$ cat config.mk
export PLATFORM = sky130hd
export DESIGN_NAME = march_lr_bist
export DESIGN_NICKNAME = d
export VERILOG_FILES = /design/src/rtl/march_lr_bist.sv
export SDC_FILE = /design/constraint.sdc
export NUM_CORES = 1
export LEC_CHECK = 0
export BUFFER_PORTS_ARGS = -buffer_cell sky130_fd_sc_hd__buf_4
export CORE_MARGIN = 1
export CORE_UTILIZATION = 51
export DETAILED_ROUTE_END_ITERATION = 6
export GPL_ROUTABILITY_DRIVEN = 0
export GPL_TIMING_DRIVEN = 0
export HOLD_SLACK_MARGIN = 0.02
export PLACE_DENSITY_LB_ADDON = 0.15
export REMOVE_ABC_BUFFERS = 1
export SLEW_MARGIN = 20
export SYNTH_ARGS = -nofsm -noshare
export SYNTH_HDL_FRONTEND = slang
export SYNTH_SLANG_ARGS = --single-unit
$ cat constraint.sdc
create_clock -name clk -period 2.2 [get_ports clk]
set_input_delay 0.11 -clock clk [delete_from_list [all_inputs] [get_ports clk]]
set_output_delay 0.11 -clock clk [all_outputs]
set_load 0.005 [all_outputs]
$ cat src/rtl/march_lr_bist.sv
module march_lr_bist #(
  parameter int ADDR_W = 3,
  parameter int DATA_W = 4
) (
  input  logic              clk,
  input  logic              rst_n,
  input  logic              start,
  input  logic              word_mode,
  input  logic              stop_on_fail,
  output logic              done,
  output logic              fail,
  output logic [ADDR_W-1:0] fail_addr,
  output logic [3:0]        fail_elem,
  output logic [ADDR_W-1:0] mem_addr,
  output logic [DATA_W-1:0] mem_wdata,
  output logic              mem_we,
  output logic              mem_re,
  input  logic [DATA_W-1:0] mem_rdata
);

  localparam logic [ADDR_W-1:0] TOP = {ADDR_W{1'b1}};

  // micro-op: {is_write, background[1:0]}
  function automatic logic [2:0] uop(input logic [3:0] e, input logic [2:0] o);
    case (e)
      4'd0: return 3'b100;
      4'd1: return (o == 3'd0) ? 3'b000 : 3'b111;
      4'd2: case (o)
              3'd0: return 3'b011;
              3'd1: return 3'b100;
              3'd4: return 3'b111;
              default: return 3'b000;
            endcase
      4'd3: return (o == 3'd0) ? 3'b011 : 3'b100;
      4'd4: case (o)
              3'd0: return 3'b000;
              3'd1: return 3'b111;
              3'd4: return 3'b100;
              default: return 3'b011;
            endcase
      4'd5: return 3'b000;
      4'd6: case (o)
              3'd0: return 3'b000;
              3'd1: return 3'b101;
              3'd2: return 3'b110;
              default: return 3'b010;
            endcase
      4'd7: case (o)
              3'd0: return 3'b010;
              3'd1: return 3'b101;
              default: return 3'b001;
            endcase
      default: return 3'b001;
    endcase
  endfunction

  function automatic logic [2:0] last_op_of(input logic [3:0] e);
    case (e)
      4'd0, 4'd5, 4'd8: return 3'd0;
      4'd1, 4'd3:       return 3'd1;
      4'd7:             return 3'd2;
      4'd6:             return 3'd3;
      default:          return 3'd4;
    endcase
  endfunction

  function automatic logic [DATA_W-1:0] spread(input logic [1:0] p);
    logic [DATA_W-1:0] w;
    for (int i = 0; i < DATA_W; i++) w[i] = p[i % 2];
    return w;
  endfunction

  logic              busy, drain, mode;
  logic [3:0]        elem;
  logic [2:0]        op;
  logic [ADDR_W-1:0] addr;
  logic              chk_v;
  logic [DATA_W-1:0] chk_exp;
  logic [ADDR_W-1:0] chk_addr;
  logic [3:0]        chk_elem;

  wire [2:0] cur       = uop(elem, op);
  wire [3:0] nxt_elem  = elem + 4'd1;
  wire       down      = (elem == 4'd1);
  wire       last_op   = (op == last_op_of(elem));
  wire       last_addr = down ? (addr == '0) : (addr == TOP);
  wire       last_elem = (elem == (mode ? 4'd8 : 4'd5));
  wire       mismatch  = chk_v && (mem_rdata != chk_exp);
  wire       accept    = start && !busy && !drain;

  assign mem_addr  = addr;
  assign mem_wdata = spread(cur[1:0]);
  assign mem_we    = busy && cur[2];
  assign mem_re    = busy && !cur[2];

  always_ff @(posedge clk or negedge rst_n) begin
    if (!rst_n) begin
      busy <= 1'b0; drain <= 1'b0; mode <= 1'b0; done <= 1'b0;
      elem <= '0; op <= '0; addr <= '0;
      fail <= 1'b0; fail_addr <= '0; fail_elem <= '0;
      chk_v <= 1'b0; chk_exp <= '0; chk_addr <= '0; chk_elem <= '0;
    end else begin
      done     <= 1'b0;
      chk_v    <= mem_re;
      chk_exp  <= mem_wdata;
      chk_addr <= addr;
      chk_elem <= elem;
      if (mismatch && !fail) begin
        fail      <= 1'b1;
        fail_addr <= chk_addr;
        fail_elem <= chk_elem;
      end
      if (accept) begin
        busy <= 1'b1; mode <= word_mode;
        elem <= '0; op <= '0; addr <= '0;
        fail <= 1'b0;
      end else if (busy) begin
        if (mismatch && stop_on_fail) begin
          busy <= 1'b0;
          done <= 1'b1;
        end else if (!last_op) begin
          op <= op + 3'd1;
        end else begin
          op <= '0;
          if (!last_addr) addr <= down ? addr - 1'b1 : addr + 1'b1;
          else if (last_elem) begin busy <= 1'b0; drain <= 1'b1; end
          else begin
            elem <= nxt_elem;
            addr <= (nxt_elem == 4'd1) ? TOP : '0;
          end
        end
      end else if (drain) begin
        drain <= 1'b0;
        done  <= 1'b1;
      end
    end
  end

  AST_ONE_OP: assert property (@(posedge clk) disable iff (!rst_n) !(mem_we && mem_re));
  AST_IDLE_QUIET: assert property (@(posedge clk) disable iff (!rst_n) !busy |-> !mem_we && !mem_re);
  AST_DONE_PULSE: assert property (@(posedge clk) disable iff (!rst_n) done |=> !done);
  AST_FAIL_HOLD: assert property (@(posedge clk) disable iff (!rst_n) (fail && !accept) |=> fail && $stable(fail_addr) && $stable(fail_elem));
  AST_STOP_END: assert property (@(posedge clk) disable iff (!rst_n) (mismatch && !fail && stop_on_fail && busy && !accept) |=> done && fail && !busy);
  AST_START_IGN: assert property (@(posedge clk) disable iff (!rst_n) (busy && start && !(mismatch && stop_on_fail) && !(last_op && last_addr && last_elem)) |=> busy);

endmodule

Word level (Yosys, flattened, before mapping)
Cells that the tools add are included.

Logic and storage cells: 111. Input bits: 9. Register bits after elaboration: 34. Output and inout bits: 18.

Equal/unequal tests: 23. Muxes and demuxes: 45. Reductions and logical operators: 24. Bitwise operators: 1. Add/subtract/negate cells: 4.

Operators by type and width (number): 2-to-1 mux 3 bit (14); 2-to-1 mux 4 bit (7); case mux 3 bit (3 select lines) (3); case mux 3 bit (8 select lines) (1); 2-to-1 mux 1 bit (18); == test 4 x 3 -> 1 bit, second input constant (4); case mux 3 bit (4 select lines) (1); AND reduction 5 bit (2); == test 4 x 1 -> 1 bit, second input constant (2); == test 4 x 2 -> 1 bit, second input constant (2); inequality test 2 x 1 -> 1 bit, second input constant (4); nonzero test 2 bit (4); logical AND 1 bit (7); adder 3 x 1 -> 3 bit, second input constant (2); == test 3 bit, second input constant (2); zero test 3 bit (2); case mux 3 bit (2 select lines) (1); adder 4 x 1 -> 4 bit, second input constant (1); == test 4 bit (1); == test 4 bit, second input constant (1); zero test 1 bit (4); zero test 4 bit (1); inequality test 2 bit, second input constant (2); inequality test 4 bit (1); other kinds (10) (10).

Depth between registers and ports, before layout
Depth after elaboration: 9. Depth in mapped cells: 9. Gate-level depth less buffers: 8.

Worst setup path before layout
No wires, ideal clock.

Path kind: register -> register. Start point: reg elem[0]. End point: reg addr[0], in the netlist mem_addr[0]. Arrival time: 2.169 ns. Clock period less this slack: 2.290 ns. Slack: -0.090 ns. Stages on the path, launching flop included: 9. Path buffers: 0. Library setup time: 0.121 ns. Cells stage by stage: dfrtp_1 > inv_1 > ha_1 > a211oi_1 > o22ai_2 > xor2_2 > nand3_1 > a211o_1 > a22o_1.

Cells in the longest elaborated chain, start to end: 9.

Ends and longest elaborated chain: from (decl) (line 74) `logic [3:0] elem;`; from (signal assigned) (line 128) `elem <= nxt_elem;`; adder 4 x 1 -> 4 bit (line 83) `wire [3:0] nxt_elem = elem + 4'd1;`; == test 4 x 1 -> 1 bit (line 129) `addr <= (nxt_elem == 4'd1) ? TOP : '0;`; 2-to-1 mux 3 bit (line 129); 2-to-1 mux 3 bit (line 126) `else if (last_elem) begin busy <= 1'b0; drain <= 1'b1; end`; 2-to-1 mux 3 bit (line 125) `if (!last_addr) addr <= down ? addr - 1'b1 : addr + 1'b1;`; 2-to-1 mux 3 bit (line 121) `end else if (!last_op) begin`; 2-to-1 mux 3 bit (line 118) `if (mismatch && stop_on_fail) begin`; 2-to-1 mux 3 bit (line 117) `end else if (busy) begin`; 2-to-1 mux 3 bit (line 113) `if (accept) begin`; to (signal assigned) (line 125); to (signal assigned) (line 129); to (decl) (line 76) `logic [ADDR_W-1:0] addr;`.

Parallel ways exist; a longest one is shown, timed or not. The select of a mux whose other input is x is not followed. A chain may end at the register's enable or synchronous reset.

Worst setup path after layout
Start point: reg elem[1]. End point: reg elem[2].

Cells in the longest elaborated chain, start to end: 7.

Ends and longest elaborated chain (line): adder 4 x 1 -> 4 bit (83); 2-to-1 mux 4 bit (126); 2-to-1 mux 4 bit (125); 2-to-1 mux 4 bit (121); 2-to-1 mux 4 bit (118); 2-to-1 mux 4 bit (117); 2-to-1 mux 4 bit (113).

Parallel ways exist; a longest one is shown, timed or not. The select of a mux whose other input is x is not followed.

==> impl_metrics.yaml <==
timing:
  rsz0062_at_grt: "yes"
  clock.fmax_ghz: 0.4524
  post-route-min-period_ns: 2.211
  fin_tns_setup_ns: -0.01066
  worst_pin_slew_ns: 0.4533
  relSlewSlack_pct: 69.78
  finalHoldViolCount: 0
  drv_slew: 0
  fin_ws_ns: -0.01066
  clock_skew_ns: 0.004574
  min_period_over_period_pct: 100.5
  setup_violations: 1
floorplan:
  rows: 21
  dieHeight_um: 61.27
  core-area_mm2: 0.003363
  start_util_pct: 53.27
  io_pins: 27
  die_area_mm2: 0.003754
  die_w_um: 61.27
global_route:
  grt_max_degree: 33
  grt_pass1_vias: 1350
  grtUsageTotal_pct: 22.05
  grt_pass1_wl_mm: 5.892
  overflow: 0
  antenna_found_initial: 0
worst_setup_path:
  crit_type: "reg2reg"
  worst_path_max_delay_cell: "or4_1"
  critPathMaxStageDelay_ns: 0.52
  path_cells: "inv_4 -> ha_4 -> nor3b_4 -> nand2_2 -> o21ai_4 -> nand2_4 -> or4_1 -> a21oi_2"
  critPathBufInv: 1
  cp.required_ns: 2.46
  crit_fanout: 6
  cp_top_family: "simple AND/OR/NAND/NOR gates"
  crit_arrival_ns: 2.47
  cp-end-kind: "flop"
  startpoint_type: "flop"
routing:
  dr.pass1.iters: 4
  viasPerCell: 5.714
  drt-initial-drc-count: 57
  routed_wl_mm: 4.157
  vias: 1520
  routedWlPerCell_um: 15.63
  ant_nets: 0
  route.detailed.drc: 0
yosys:
  synthCells: 175
  synth_top_cell_by_area: "dfrtp_1"
  synthTopCellsByArea: "dfrtp_1, ha_1, mux2_2"
  synth_edf_count: 0
  ys.flop_type: "dfrtp_1"
  syn_area_mm2: 0.001792
  async_flop_share_pct: 100.0
  avgSynthCellArea_um2: 10.24
  seq_area_frac_synth_pct: 44.69
  yosys_warnings: 0
  synth-seq-cells: 32
  synth.distinct_cells: 47
  netlist.area_leader.share_pct: 44.69
clock_tree:
  clock_latency_ns: 0.33
  htreeDepth: 2
  cts_sinks: 32
  cts_tree: "built"
  clk_root_buffer_cell: "clkbuf_4"
  cts.path.max_buffers: 2
  clk_pin_slew_ns: 0.10
  cts_buffers: 5
placement:
  io_buffers: 26
  dp_cells: 240
  hpwlAfterDp_mm: 2.542
power:
  power_uw: 3686
  p_leak_uw: 0.001080
  ir_drop_mv: 1.018
  p_per_area_mw_per_mm2: 1501
finish:
  final_layout_size_suffix_gt1_share_pct: 49.55
  area_delta_synth_final_pct: 37.01
  nets: 238
  antenna_cells: 0
  layout_commonest_cell: "buf_4"
  nFillCells: 227
  layout_common_cells: "buf_4, dfrtp_1, nand2_1"
  layoutNonFillerInstCount: 266
worst_hold_path:
  hp-class: "in2reg"
job:
  drv_cap: 0
outcome:
  outcome: "finished, violations left"
  violations: "setup timing"
cells in the mapped netlist (3+ instances only):
| master | n |
|---|---|
| ha_1 | 9 |
| nand4_1 | 4 |
| nor2b_1 | 3 |
| and2_1 | 3 |
| o21ai_0 | 10 |
| dfrtp_1 | 32 |
| and3_1 | 4 |
| nand3_1 | 7 |
| nand2_1 | 13 |
| inv_1 | 9 |
| buf_4 | 3 |
| nor2_1 | 10 |
| a21oi_1 | 10 |
| mux2_2 | 7 |
| nor3_1 | 8 |
| a22o_1 | 4 |
metrics by stage:
| stage | hold WS (ns) | util (%) | cell area [um2] | setup WS [ns] |
|---|---|---|---|---|
| 6_report | 0.04664 | 72.99 | 2455 | -0.01066 |
| 3_3_place_gp | 0.06008 | 59.60 | 2004 | -0.3555 |
| 4_1_cts | 0.04247 | 67.60 | 2273 | 0.0002340 |
| 2_1_floorplan | -0.1856 | - | 1752 | -0.09509 |
| 5_1_grt | 0.04709 | 72.99 | 2455 | -0.08940 |
| 3_5_place_dp | 0.06291 | 59.60 | 2004 | -0.4154 |
kinds of logic (layout without fill, tap and decap cells):
family                   after synthesis  after routing  synth area share [%]
AO/OA/AOI/OAI                         38             38                 13.97
XOR/XNOR                               5              5                 3.283
adder cells (fa/ha/maj)               10             10                 7.402
buffers and inverters                 17             62                 4.329
flip-flops                            32             32                 44.69
multiplexers                          10             10                 6.145
AND/OR/NAND/NOR                       63             63                 20.18
repair_timing:
item	CTS	global route
hold buffers	2	0
endpoints found under the hold margin	33	0
setup endpoints to repair	18	12
pin swaps	6	22
setup buffers	9	7
resized for setup	28	35
worst paths after layout:
kind	start	to	slack, ns	depth (start not counted)
worst max-delay path	elem[1]	elem[2]	-0.01	8
worst min-delay path	stop_on_fail	done	0.05	3
worst max register to register	elem[1]	elem[2]	-0.01	8
worst min register to register	chk_elem[0]	fail_elem[0]	0.49	1
max in group asynchronous	rst_n	elem[0]	1.65	2
min in group asynchronous	rst_n	drain	0.24	2
per-layer routing:
layer	vias up	wire [um]	GRT usage (%)
li1	717	-	-
met1	759	1752	25.97
met2	38	2176	37.42
met3	6	182	7.353
met4	0	46	8.117
met5	-	0	0
final cells by class:
| type | instances | area [um2] | area share, % |
|---|---|---|---|
| multi-input cells | 126 | 1129 | 45.97 |
| flip-flops and latches | 32 | 808.3 | 32.93 |
| repair buffers | 44 | 339.1 | 13.81 |
| well taps | 46 | 57.56 | 2.345 |
| inverters | 10 | 45.04 | 1.835 |
| clock buffers | 6 | 41.29 | 1.682 |
| clock inverters | 2 | 35.03 | 1.427 |
tightest hold or removal path, delay by kind of cell:
kind	cells	cell delay, ns
AOI/OAI and AO/OA	1	0.07
buffers and inverters	1	0.09
and+or+nand+nor	1	0.08
power by group:
group / internal [uW] / switching [uW]
registers: 790 / 216
clock network: 238 / 202
logic: 1180 / 1060
total: 2200 / 1480
registers in the layout (all words and copies together) (netlist names):
register	cells
op	3
fail_elem	4
drain	1
busy	1
chk_v	1
fail	1
done	1
elem	4
fail_addr	3
chk_exp	2
chk_addr	3
chk_elem	4
mode	1
mem_addr	3
(Power assumes the default switching activity.)
